--- src/rtl/ash_pkg.sv ---
// Package: shared widths and the flag bundle of the arithmetic shift unit.
// Assumes the count width fixes the widest shift span (2**CNT_W bits).
package ash_pkg;
    localparam int ASH_WORD_W = 16;
    localparam int ASH_CNT_W  = 6;

    typedef struct packed {
        logic n;
        logic z;
        logic v;
        logic c;
    } ash_flags_t;
endpackage

--- src/rtl/ash_count_decode.sv ---
// Module: turns the two's-complement shift count into direction and magnitude.
// Assumes the count is CNT_W bits; the magnitude is 1..2**(CNT_W-1) when nonzero.
module ash_count_decode #(
    parameter int CNT_W = 6
) (
    input  logic [CNT_W-1:0] count,
    output logic             is_zero,
    output logic             is_right,
    output logic [CNT_W-1:0] amount
);
    // Split count into sign and absolute value.
    always_comb begin
        is_zero  = (count == '0);
        is_right = count[CNT_W-1];
        amount   = is_right ? (CNT_W'(0) - count) : count;
    end
endmodule

--- src/rtl/ash_lane.sv ---
// Module: arithmetic shift of one LANE_W-bit operand and its flags.
// Assumes EXT_W >= LANE_W + 2**(CNT_W-1), so every bit shifted out is kept for overflow.
module ash_lane
    import ash_pkg::*;
#(
    parameter int LANE_W = 16,
    parameter int CNT_W  = 6,
    parameter int EXT_W  = 64
) (
    input  logic [LANE_W-1:0] opnd,
    input  logic              is_zero,
    input  logic              is_right,
    input  logic [CNT_W-1:0]  amount,
    output logic [LANE_W-1:0] res,
    output ash_flags_t        flags
);
    localparam int FILL_W = EXT_W - LANE_W;

    logic signed [EXT_W-1:0] ext;
    logic        [EXT_W-1:0] left;

    // Sign-extend the operand to the working width and form the left shift.
    always_comb begin
        ext  = {{FILL_W{opnd[LANE_W-1]}}, opnd};
        left = ext << amount;
    end

    // Choose the result and derive carry and overflow for the direction.
    always_comb begin
        if (is_zero) begin
            res     = opnd;
            flags.c = 1'b0;
            flags.v = 1'b0;
        end else if (is_right) begin
            res     = LANE_W'(ext >>> amount);
            flags.c = ext[amount - CNT_W'(1)];
            flags.v = 1'b0;
        end else begin
            res     = left[LANE_W-1:0];
            flags.c = left[LANE_W];
            flags.v = (left[EXT_W-1:LANE_W] != {FILL_W{left[LANE_W-1]}});
        end
        flags.n = res[LANE_W-1];
        flags.z = (res == '0);
    end
endmodule

--- src/rtl/arith_shifter.sv ---
// Module: registered signed arithmetic shifter with single and double word modes.
// Assumes start is a one-cycle strobe; results hold until the next start.
module arith_shifter
    import ash_pkg::*;
#(
    parameter int WORD_W = ASH_WORD_W,
    parameter int CNT_W  = ASH_CNT_W
) (
    input  logic              clk,
    input  logic              rst_n,
    input  logic              start,
    input  logic              dbl_mode,
    input  logic [WORD_W-1:0] opnd_hi,
    input  logic [WORD_W-1:0] opnd_lo,
    input  logic [CNT_W-1:0]  count,
    output logic [WORD_W-1:0] res_hi,
    output logic [WORD_W-1:0] res_lo,
    output logic              flag_n,
    output logic              flag_z,
    output logic              flag_v,
    output logic              flag_c,
    output logic              done
);
    localparam int DBL_W  = 2 * WORD_W;
    localparam int EXT_W  = 2 ** CNT_W;
    localparam int NLANES = 2;

    logic              is_zero;
    logic              is_right;
    logic [CNT_W-1:0]  amount;
    logic [DBL_W-1:0]  opnd_full;
    logic [DBL_W-1:0]  lane_res   [NLANES];
    ash_flags_t        lane_flags [NLANES];
    logic [DBL_W-1:0]  res_q;
    ash_flags_t        flags_q;
    logic              done_q;

    ash_count_decode #(.CNT_W(CNT_W)) u_dec (
        .count    (count),
        .is_zero  (is_zero),
        .is_right (is_right),
        .amount   (amount)
    );

    assign opnd_full = {opnd_hi, opnd_lo};

    // One lane per mode: lane 0 is one word wide, lane 1 two words wide.
    for (genvar g = 0; g < NLANES; g++) begin : g_lane
        localparam int LW = WORD_W * (g + 1);
        logic [LW-1:0] lres;
        ash_lane #(.LANE_W(LW), .CNT_W(CNT_W), .EXT_W(EXT_W)) u_lane (
            .opnd     (opnd_full[LW-1:0]),
            .is_zero  (is_zero),
            .is_right (is_right),
            .amount   (amount),
            .res      (lres),
            .flags    (lane_flags[g])
        );
        assign lane_res[g] = DBL_W'(lres);
    end

    // Capture the selected lane on start and pulse done one cycle later.
    always_ff @(posedge clk) begin
        if (!rst_n) begin
            res_q   <= '0;
            flags_q <= '0;
            done_q  <= 1'b0;
        end else begin
            done_q <= start;
            if (start) begin
                res_q   <= dbl_mode ? lane_res[1] : lane_res[0];
                flags_q <= dbl_mode ? lane_flags[1] : lane_flags[0];
            end
        end
    end

    assign res_hi = res_q[DBL_W-1:WORD_W];
    assign res_lo = res_q[WORD_W-1:0];
    assign flag_n = flags_q.n;
    assign flag_z = flags_q.z;
    assign flag_v = flags_q.v;
    assign flag_c = flags_q.c;
    assign done   = done_q;


    done_follows_start_chk: assert property (@(posedge clk) disable iff (!rst_n)
        start |=> done);

    no_spurious_done_chk: assert property (@(posedge clk) disable iff (!rst_n)
        !start |=> !done);

    hold_result_chk: assert property (@(posedge clk) disable iff (!rst_n)
        !start |=> ($stable(res_hi) && $stable(res_lo) && $stable(flag_c)));

    zero_count_chk: assert property (@(posedge clk) disable iff (!rst_n)
        (start && count == '0) |=> (res_lo == $past(opnd_lo) && !flag_c && !flag_v));

    right_no_overflow_chk: assert property (@(posedge clk) disable iff (!rst_n)
        (start && count[CNT_W-1]) |=> !flag_v);

    single_long_left_chk: assert property (@(posedge clk) disable iff (!rst_n)
        (start && !dbl_mode && !count[CNT_W-1] && count[CNT_W-2]) |=> (res_lo == '0 && flag_z));

    single_high_zero_chk: assert property (@(posedge clk) disable iff (!rst_n)
        (start && !dbl_mode) |=> (res_hi == '0));

    zero_flag_chk: assert property (@(posedge clk) disable iff (!rst_n)
        done |-> (flag_z == (res_hi == '0 && res_lo == '0)));

    neg_flag_chk: assert property (@(posedge clk) disable iff (!rst_n)
        done |-> (flag_n == ($past(dbl_mode) ? res_hi[WORD_W-1] : res_lo[WORD_W-1])));
endmodule

--- config.mk ---
export PLATFORM = sky130hd
export DESIGN_NAME = arith_shifter
export DESIGN_NICKNAME = d
export VERILOG_FILES = /design/src/rtl/ash_pkg.sv /design/src/rtl/ash_count_decode.sv /design/src/rtl/ash_lane.sv /design/src/rtl/arith_shifter.sv
export SDC_FILE = /design/constraint.sdc
export NUM_CORES = 1
export LEC_CHECK = 0
export ABC_CLOCK_PERIOD_IN_PS = 4100
export BUFFER_PORTS_ARGS = -buffer_cell sky130_fd_sc_hd__buf_2
export CORE_MARGIN = 4
export CORE_UTILIZATION = 50
export CTS_CLUSTER_SIZE = 8
export DETAILED_ROUTE_END_ITERATION = 8
export PLACE_DENSITY = 0.74
export SYNTH_ARGS = -nofsm -noshare
export SYNTH_HDL_FRONTEND = slang
export SYNTH_SLANG_ARGS = --single-unit
--- constraint.sdc ---
create_clock -name clk -period 4.1 [get_ports clk]
set_input_delay 0.41 -clock clk [delete_from_list [all_inputs] [get_ports clk]]
set_output_delay 0.41 -clock clk [all_outputs]
set_load 0.02 [all_outputs]
* Word level (Yosys, flattened, before mapping)
Cells that the tools add are included.
** Storage, ports and cells
- Output and inout port bits :: 37
- Register bits after elaboration :: 37
- Bits of input ports :: 42
** Cells by class
- Eq/ne operators :: 2
- Reductions and logical operators :: 3
- Shifts and indexed selects :: 4
- Add/subtract/negate cells :: 2
- Muxes and demuxes :: 15
- Order comparisons :: 1
** Operators by type and width (number)
- $shl A64 B6 Y64 :: 2
- $mux W32 :: 3
- $ne A48 B48 Y1 :: 1
- $logic_not A32 Y1 :: 1
- $mux W16 :: 2
- $ne A32 B32 Y1 :: 1
- $sshr A32 B6 Y32 :: 1
- $logic_not A16 Y1 :: 1
- $sshr A16 B6 Y16 :: 1
- $bmux W1 S6 :: 2
- $mux W2 :: 4
- $lt A6 B7 Y1 const B :: 1
- $logic_not A6 Y1 :: 1
- $mux W6 :: 1
- $sub A1 B6 Y6 const A :: 1
- $sub A6 B1 Y6 const B :: 1
- $mux W4 :: 1
- $mux W1 :: 2

* Depth between registers and ports, before layout
Gate-level depths: netlist (run 1).
- Word-level depth :: 8
- Mapped depth :: 21

* Modules after synthesis
From an unflattened synthesis (run 1), not the netlist that was laid out.
** Second synthesis, totals
- Cells, all modules :: 1394
- Area, all modules :: 11413.4 um^2
** Modules (own cells, without submodules)
- ash_lane (g_lane[1].u_lane) :: instances 1, cells an instance 776, sequential area each 0.0 um^2, area each 6635.1 um^2
- ash_lane (g_lane[0].u_lane) :: instances 1, cells an instance 438, sequential area each 0.0 um^2, area each 3075.4 um^2
- arith_shifter :: instances 1, cells an instance 161, sequential area each 740.7 um^2, area each 1561.5 um^2
- ash_count_decode :: instances 1, cells an instance 19, sequential area each 0.0 um^2, area each 141.4 um^2

* Least setup slack after synthesis (run 1)
No wires, ideal clock.
- Path kind :: input -> register
- Start :: in count[0]
- End :: reg flags_q, in the netlist flag_v
- Path buffers :: 6
- Data arrival time :: 4.251 ns
- Required time :: 3.985 ns
- Setup slack :: -0.265 ns
- Library setup time :: 0.115 ns
- Stages on the path :: 17
- Cells stage by stage :: buf_4 > buf_4 > inv_1 > clkbuf_1 > clkbuf_1 > ha_1 > mux2i_4 > buf_6 > buf_6 > mux2i_1 > mux2i_1 > a22oi_1 > nand2_1 > or4_1 > a221oi_2 > o2111ai_1 > o21a_1
** Between the ends
- Word-level cells in the longest chain between the ends :: 7
- Elaborated cells on any way between the ends :: 12
** Ends and longest elaborated chain
- start, declared :: line arith_shifter.sv:15 : input logic [CNT_W-1:0] count,
- $sub A1 B6 Y6 :: line ash_count_decode.sv:15 : amount = is_right ? (CNT_W'(0) - count) : count;
- $mux W6 :: line ash_count_decode.sv:15
- $shl A64 B6 Y64 :: line ash_lane.sv:25 : left = ext << amount;
- $ne A48 B48 Y1 or $ne A32 B32 Y1 (tied branches) :: line ash_lane.sv:41 : flags.v = (left[EXT_W-1:LANE_W] != {FILL_W{left[LANE_W-1]}});
- $mux W2 :: line ash_lane.sv:34 : end else if (is_right) begin
- $mux W2 :: line ash_lane.sv:30 : if (is_zero) begin
- $mux W4 (*) :: line arith_shifter.sv:72 : flags_q <= dbl_mode ? lane_flags[1] : lane_flags[0];
- end signal, assigned :: line arith_shifter.sv:72
- end, declared :: line arith_shifter.sv:35 : ash_flags_t flags_q;
Every way passes the cells marked *; elsewhere a longest branch is shown, timed or not.
A chain may end at the register's enable or synchronous reset.

* Worst setup path in the final report (run 1)
- Start :: in count[0]
- End :: reg flags_q, in the netlist flag_z
** Between the ends
- Word-level cells in the longest chain between the ends :: 7
- Elaborated cells on any way between the ends :: 14
** Ends and longest elaborated chain
- $sub A1 B6 Y6 :: line ash_count_decode.sv:15
- $mux W6 :: line ash_count_decode.sv:15
- $shl A64 B6 Y64, or another cell as far along :: line ash_lane.sv:25
- $mux W32 or $mux W16 (tied branches) :: line ash_lane.sv:34
- $mux W32 or $mux W16 (tied branches) :: line ash_lane.sv:30
- $logic_not A32 Y1 or $logic_not A16 Y1 (tied branches) :: line ash_lane.sv:44 : flags.z = (res == '0);
- $mux W4 (*) :: line arith_shifter.sv:72
Marked as above.

==> results.md, run 1 <==
- HP Class: in2reg
- Most used routing layer: met2
- RSZ-0062 raised after global routing: false
- Via density: approximately 7.3
- Row cnt: 46
- Final hold violations: 0
- Finish-stage setup viols: 0
- Avg Cell Area, Syn: about 7.3 µm²
- Clock sinks: 37
- Die area: roughly 19000 µm²
- Max VDD drop: 0.268 mV
- Leak: ~0.0042 µW
- Initial core utilization: 51.3%
- Post-synth ARST share: 0%
- Drt pass-1 iters: 7
- Maxcap violations: 0
- IO buf count: 78
- H-tree depth: 2
- Worst-Margin Slew: between 1000 and 1500 ps
- Synth top area share: 22.7%
- FF-to-FF path depth: 4
- Vias in the first global route: 10018
- FF+latch count, synth: 37
- Initial DRC count: between 1500 and 2000
- Final HPWL DP: approximately 32 mm
- Nets: roughly 1300
- Crit path arrival time: slightly above 4000 ps
- Clock buffer depth: 2
- Total CTS buffers: 5
- Cell taking the most area after synthesis: mux2i_1
- Final core occ: 60.2%
- Worst Hold Launch: rst_n
- Routing usage on met3: a little under an eighth
- Gr ovfl total: 0
- WL/cell: 28.5 µm
- Slew Viols, Final: 0
- DRC Markers: 0
- Post-Syn Area: ~8000 µm²
- Grt met1 use: about three fifths
- Worst R2R Setup Slack: approximately 2900 ps
- Global-route wire length before repair: between 60 and 70 mm
- Root buf cell: clkbuf_16
- Antenna violations before repair: 1
- R2r startpoint: flag_v
- Cell count after synthesis: approximately 1100
- Status: complete, no violations
- Syn_nets: 1163
- Setup crit end kind: flip-flop
- Hold Buf Count CTS: 0
- Total wire length: ~41 mm
- # fillers: roughly 1600
- Die height: 136 µm
- CP Launch Type: input port
- Slew margin rel.: a little over a quarter
- Vias: 10623
- Remaining antenna violation count after routing: 0
- Sequential share of the synthesized area: 9.03%
- Area added between synthesis and finish: 17.4%
- Gpl congestion: roughly 1.1
- GRT Total Usage: a little over two fifths
- Routing usage on met2: around two thirds
- PD cells: just over 300 nW/µm²
- Largest net degree at the start of global routing: 74
- Core area: between 15000 and 20000 µm²
- Final total power: 2920 µW
- Number of diodes: 0
- Layout Cells excl Fill: 1452
- Count of cell types in the netlist: 79
- Cell total after placement: roughly 1400
- Hold_ws: between 400 and 500 ps
- CTS tree: built
- CP Class: in2reg
- FMAX: around 250 MHz
- Skew final: 0 ps
- Worst Path Max Fanout: 15
- Period utilization: about 96%
- Worst-path clk slew: roughly 60 ps
- Crit path required time: between 4000 and 5000 ps
- Number of synthesized flops with an enable pin: 0
- Yosys warnings: 0
- Worst hold endpoint: res_q[6]
- Die width: about 140 µm
- Tmin final: between 3000 and 4000 ps
- Reg-to-Reg End: flag_v
- Layout cell share with drive strength beyond 1: 23.9%
- Clk_lat worst skew: approximately 280 ps
- Setup TNS Final: 0 ps
- Hold Path Depth: 3
- Dominant cells by area after synthesis: mux2i_1 (23%), dfxtp_1 (9.0%), nand2_1 (6.0%)
- Primary FF master, synth: dfxtp_1
- IO Pins: 79
[synth_stat cells (15+ instances only)]
master and number:
o21ai_0 79, nor2_1 101, nor3_1 30, a21oi_1 70, clkbuf_1 53, a211oi_1 21, mux4_2 20, nand3_1 32
nand2_1 132, o31ai_1 15, buf_2 24, dfxtp_1 37, a31oi_1 24, mux2i_1 186, mux2_2 29, o211ai_1 18
[critical path: stages]
cell and delay [ps]:
buf_4 110, inv_1 60, ha_1 360, mux2_4 400, buf_4 220, mux2i_1 160
mux2i_1 400, buf_4 190, nand2_1 60, a31o_2 290, o21ai_0 510, nand4_1 160
nor4_1 300, buf_4 180, nand4_1 70, o31ai_1 240
[sequential cells by signal (all words and copies together) (netlist names)]
register and cells:
flag_c 1, done 1, flag_z 1, flag_v 1, flag_n 1, res_q 32
[worst max-delay path by stage]
stage,start,end,slack (ps)
2_1_floorplan,count[0],flag_v,-6
4_1_cts,count[0],flag_z,140
3_3_place_gp,count[0],flag_v,-100
3_5_place_dp,count[0],flag_z,-120
6_report,count[0],flag_z,150
5_1_grt,count[0],flag_z,3
[power breakdown]
| part | total (µW) | internal [µW] | leakage, µW | switching (µW) |
|---|---|---|---|---|
| Clock | 473 | 304 | 0.0000831 | 169 |
| Sequential | 398 | 385 | 0.000304 | 12.7 |
| Combinational | 2050 | 770 | 0.00379 | 1280 |
[metal layers]
layer	wire length [µm]	share of wire, %
met5	0	0
met4	2770	6.7
met3	5370	13
met2	17300	42
met1	16000	39
[stage by stage]
stage	setup WS, ps	cell area (µm²)
global route	2.99	9630
detailed placement	-120	9400
CTS	141	9580
global placement	-95.3	9400
finish	149	9630
floorplan	-6.20	8220
[cell type report]
type                       instances  area (µm²)  area share, %
clock buffer                       6         139           1.44
clock inverter                     2        37.5          0.390
inverter                          13        48.8          0.507
multi-input combinational        965        6910           71.8
sequential                        37         741           7.69
tap                              216         270           2.81
timing repair buffer             213        1480           15.4
[cells by family after synthesis]
logic type                 share of synthesized area, %
xor gates and xnor gates                           1.36
and+or+nand+nor                                    20.0
DFF                                                9.03
muxes                                              33.7
buffers and inverters                              7.29
AOI/OAI and AO/OA                                  28.5
adders and majority gates                         0.153
[cell usage in the layout (no fill, tap or decap), drive strengths merged, types with 5 or more instances in the layout]
master,instances
buf,213
mux2i,192
nand2,132
nor2,101
o21ai,81
a21oi,70
dfxtp,37
nand3,32
mux2,31
nor3,30
a31oi,24
a211oi,21
mux4,20
o211ai,18
o31ai,16
nand4,13
o22ai,12
nor4,11
a22o,11
a21o,10
a22oi,10
or3,10
inv,10
nand2b,8
o221ai,7
xnor2,7
clkbuf,6
a311oi,5
and2,5
a221o,5
o32ai,5
a211o,5
[what timing repair did]
| action | in CTS | in global routing |
|---|---|---|
| resized for setup | 0 | 2 |
| setup endpoints to repair | 0 | 2 |
| setup buffers | 0 | 4 |
No activity file was read; power rests on OpenSTA's default activity.
==> run 2, diff against run 1 <==
- ABC_CLOCK_PERIOD_IN_PS: 4100 -> 4300
- PLACE_DENSITY: 0.74 -> 0.71
- clock period: 4.1 -> 4.3 ns (I/O delays scaled with it)
==> run 2 against run 1 <==
Effect of this change:
- final cell count is 2.1% lower
- clock power is 22% lower
- critical path depth is 2 lower
- global-route usage is 0.71 points lower
- sequential share of layout area is 0.21 points higher
- sequential power is 5% lower
- register-to-register slack better by 170 ps
- combinational power is 8% lower
- setup slack better by 380 ps
- clock-buffer cell count is 1 lower
- non-clock buffer count is 31 lower
==> results.md, run 2 (synthesis results as in run 1) <==
- Total wire length: 41.1 mm (-0.70%)
- Design area: 9370 µm² (-2.7%)
- Die height: 136 µm (unchanged)
- Period utilization: between 80% and 90%
- Largest net degree at the start of global routing: 43 (-42%)
- Final HPWL DP: 31.5 mm (-1.0%)
- Number of gates resized after cts: 0 (unchanged)
- Total CTS buffers: 5 (unchanged)
- Leak: 0.00402 µW (-3.8%)
- Vias in the first global route: 9511 (-5.1%)
- Die width: 136 µm (unchanged)
- Worst-path clk slew: 60 ps (about the same)
- GRT Total Usage: 43.1% (-0.71 points)
- Gpl congestion: 1.07 (-0.51%)
- Worst-Margin Slew: 1210 ps (+118 ps)
- Post-CTS setup buffer count: 0 (unchanged)
- CTS tree: built
- Die area: 18500 µm² (unchanged)
- Global-route wire length before repair: 60.6 mm (-2.2%)
- DRC Markers: 0 (unchanged)
- Slew Viols, Final: 0 (unchanged)
- HP Class: in2reg
- Root buf cell: clkbuf_16
- Crit path required time: 4500 ps (+200 ps)
- Drt pass-1 iters: 7 (unchanged)
- Tmin final: 3770 ps
- Highest-count cells in the layout ignoring fill and taps: mux2i_1 (186), nand2_1 (132), nor2_1 (101)
- H-tree depth: 2 (unchanged)
- Vias: 10407 (-2.0%)
- Clock sinks: 37 (unchanged)
- Hold Buf Count CTS: 0 (unchanged)
- PD cells: 281 nW/µm² (-7.4%)
- Gr ovfl total: 0 (unchanged)
- Initial DRC count: 1482 (-19%)
- CP Launch Type: input port
- Top reg by flops: res_q
- Max VDD drop: 0.181 mV (-32%)
- Placed Area: 9220 µm² (-1.9%)
- Nets: 1247 (-2.4%)
- Core area: 16000 µm² (unchanged)
- Maxcap violations: 0 (unchanged)
- Initial core utilization: 51.3% (unchanged)
- Final total power: 2630 µW (-9.9%)
- RSZ-0062 raised after global routing: false
- Clock buffer depth: 2 (unchanged)
- Slew margin rel.: 19.2% (-8.3 points)
- Status: complete, no violations
- Setup TNS Final: 0 ps (unchanged)
- Leading cell type in the layout, fill and taps excluded: mux2i_1
- Via density: 7.32 (about the same)
- CP Class: in2reg
- IO buf count: 78 (unchanged)
- FMAX: between 200 and 300 MHz
- Max reg flops: 32 (unchanged)
- Remaining antenna violation count after routing: 0 (unchanged)
- WL/cell: 28.9 µm (+1.4%)
- Pre-CTS WS: 355 ps (+475 ps)
- Area added between synthesis and finish: 14.2%
- Antenna violations before repair: 0 (-1)
- Setup crit end kind: flip-flop
- Clk_lat worst skew: 290 ps (about the same)
- Final hold violations: 0 (unchanged)
- Finish-stage setup viols: 0 (unchanged)
- IO Pins: 79 (unchanged)
- Row cnt: 46 (unchanged)
- Hold_ws: 427 ps (+20.9 ps)
- Crit path arrival time: 3980 ps (-170 ps)
- Layout cell share with drive strength beyond 1: 21.7% (-2.2 points)
- Skew final: 0 ps (unchanged)
- Worst Path Max Fanout: 22 (+7)
- Post-route setup slack: 527 ps (+377 ps)
-- run 2: final cells by class --
type	count	area (µm²)
antenna	1	2.50
clock buffer	5	125
clock inverter	3	17.5
fill	1599	6630
inverter	13	48.8
multi-input combinational	965	6900
sequential	37	741
tap	216	270
timing repair buffer	182	1260
-- run 2: per-layer routing --
layer	vias to the layer above	global-route usage [%]	part of all wire, %
li1	4467	-	-
met1	4972	58.1	40
met2	801	63.6	42
met3	167	12.0	13
met4	0	20.0	5.6
met5	-	0	0
-- run 2: critical path: stages --
cell,delay [ps]
buf_2,190
inv_1,70
ha_1,250
nand2b_4,220
xnor2_4,290
buf_4,380
mux4_2,360
mux2i_1,480
nand2_1,110
a32oi_1,260
a211oi_1,120
a21oi_1,200
nand4_1,290
o31ai_1,310
-- run 2: path summary, 6_finish.rpt --
check | start | cells after the start | end | slack, ps
worst max-delay path | count[1] | 14 | flag_z | 530
worst min-delay path | rst_n | 2 | res_q[5] | 430
worst max register to register | flag_v | 4 | flag_v | 3060
worst min register to register | res_q[28] | 2 | res_q[28] | 470
-- run 2: through the flow --
stage                     util (%)  std cells
final                         58.5       1422
after detailed placement      57.6       1413
after global placement        57.6       1413
after floorplan                  -       1120
after CTS                     58.5       1421
after global routing          58.5       1421
-- run 2: report_power, final --
part / leakage [µW] / internal (µW) / switching, µW
Sequential: 0.000304 / 367 / 11.6
Clock: 0.0000696 / 213 / 155
Combinational: 0.00364 / 687 / 1200
Total: 0.00402 / 1270 / 1360
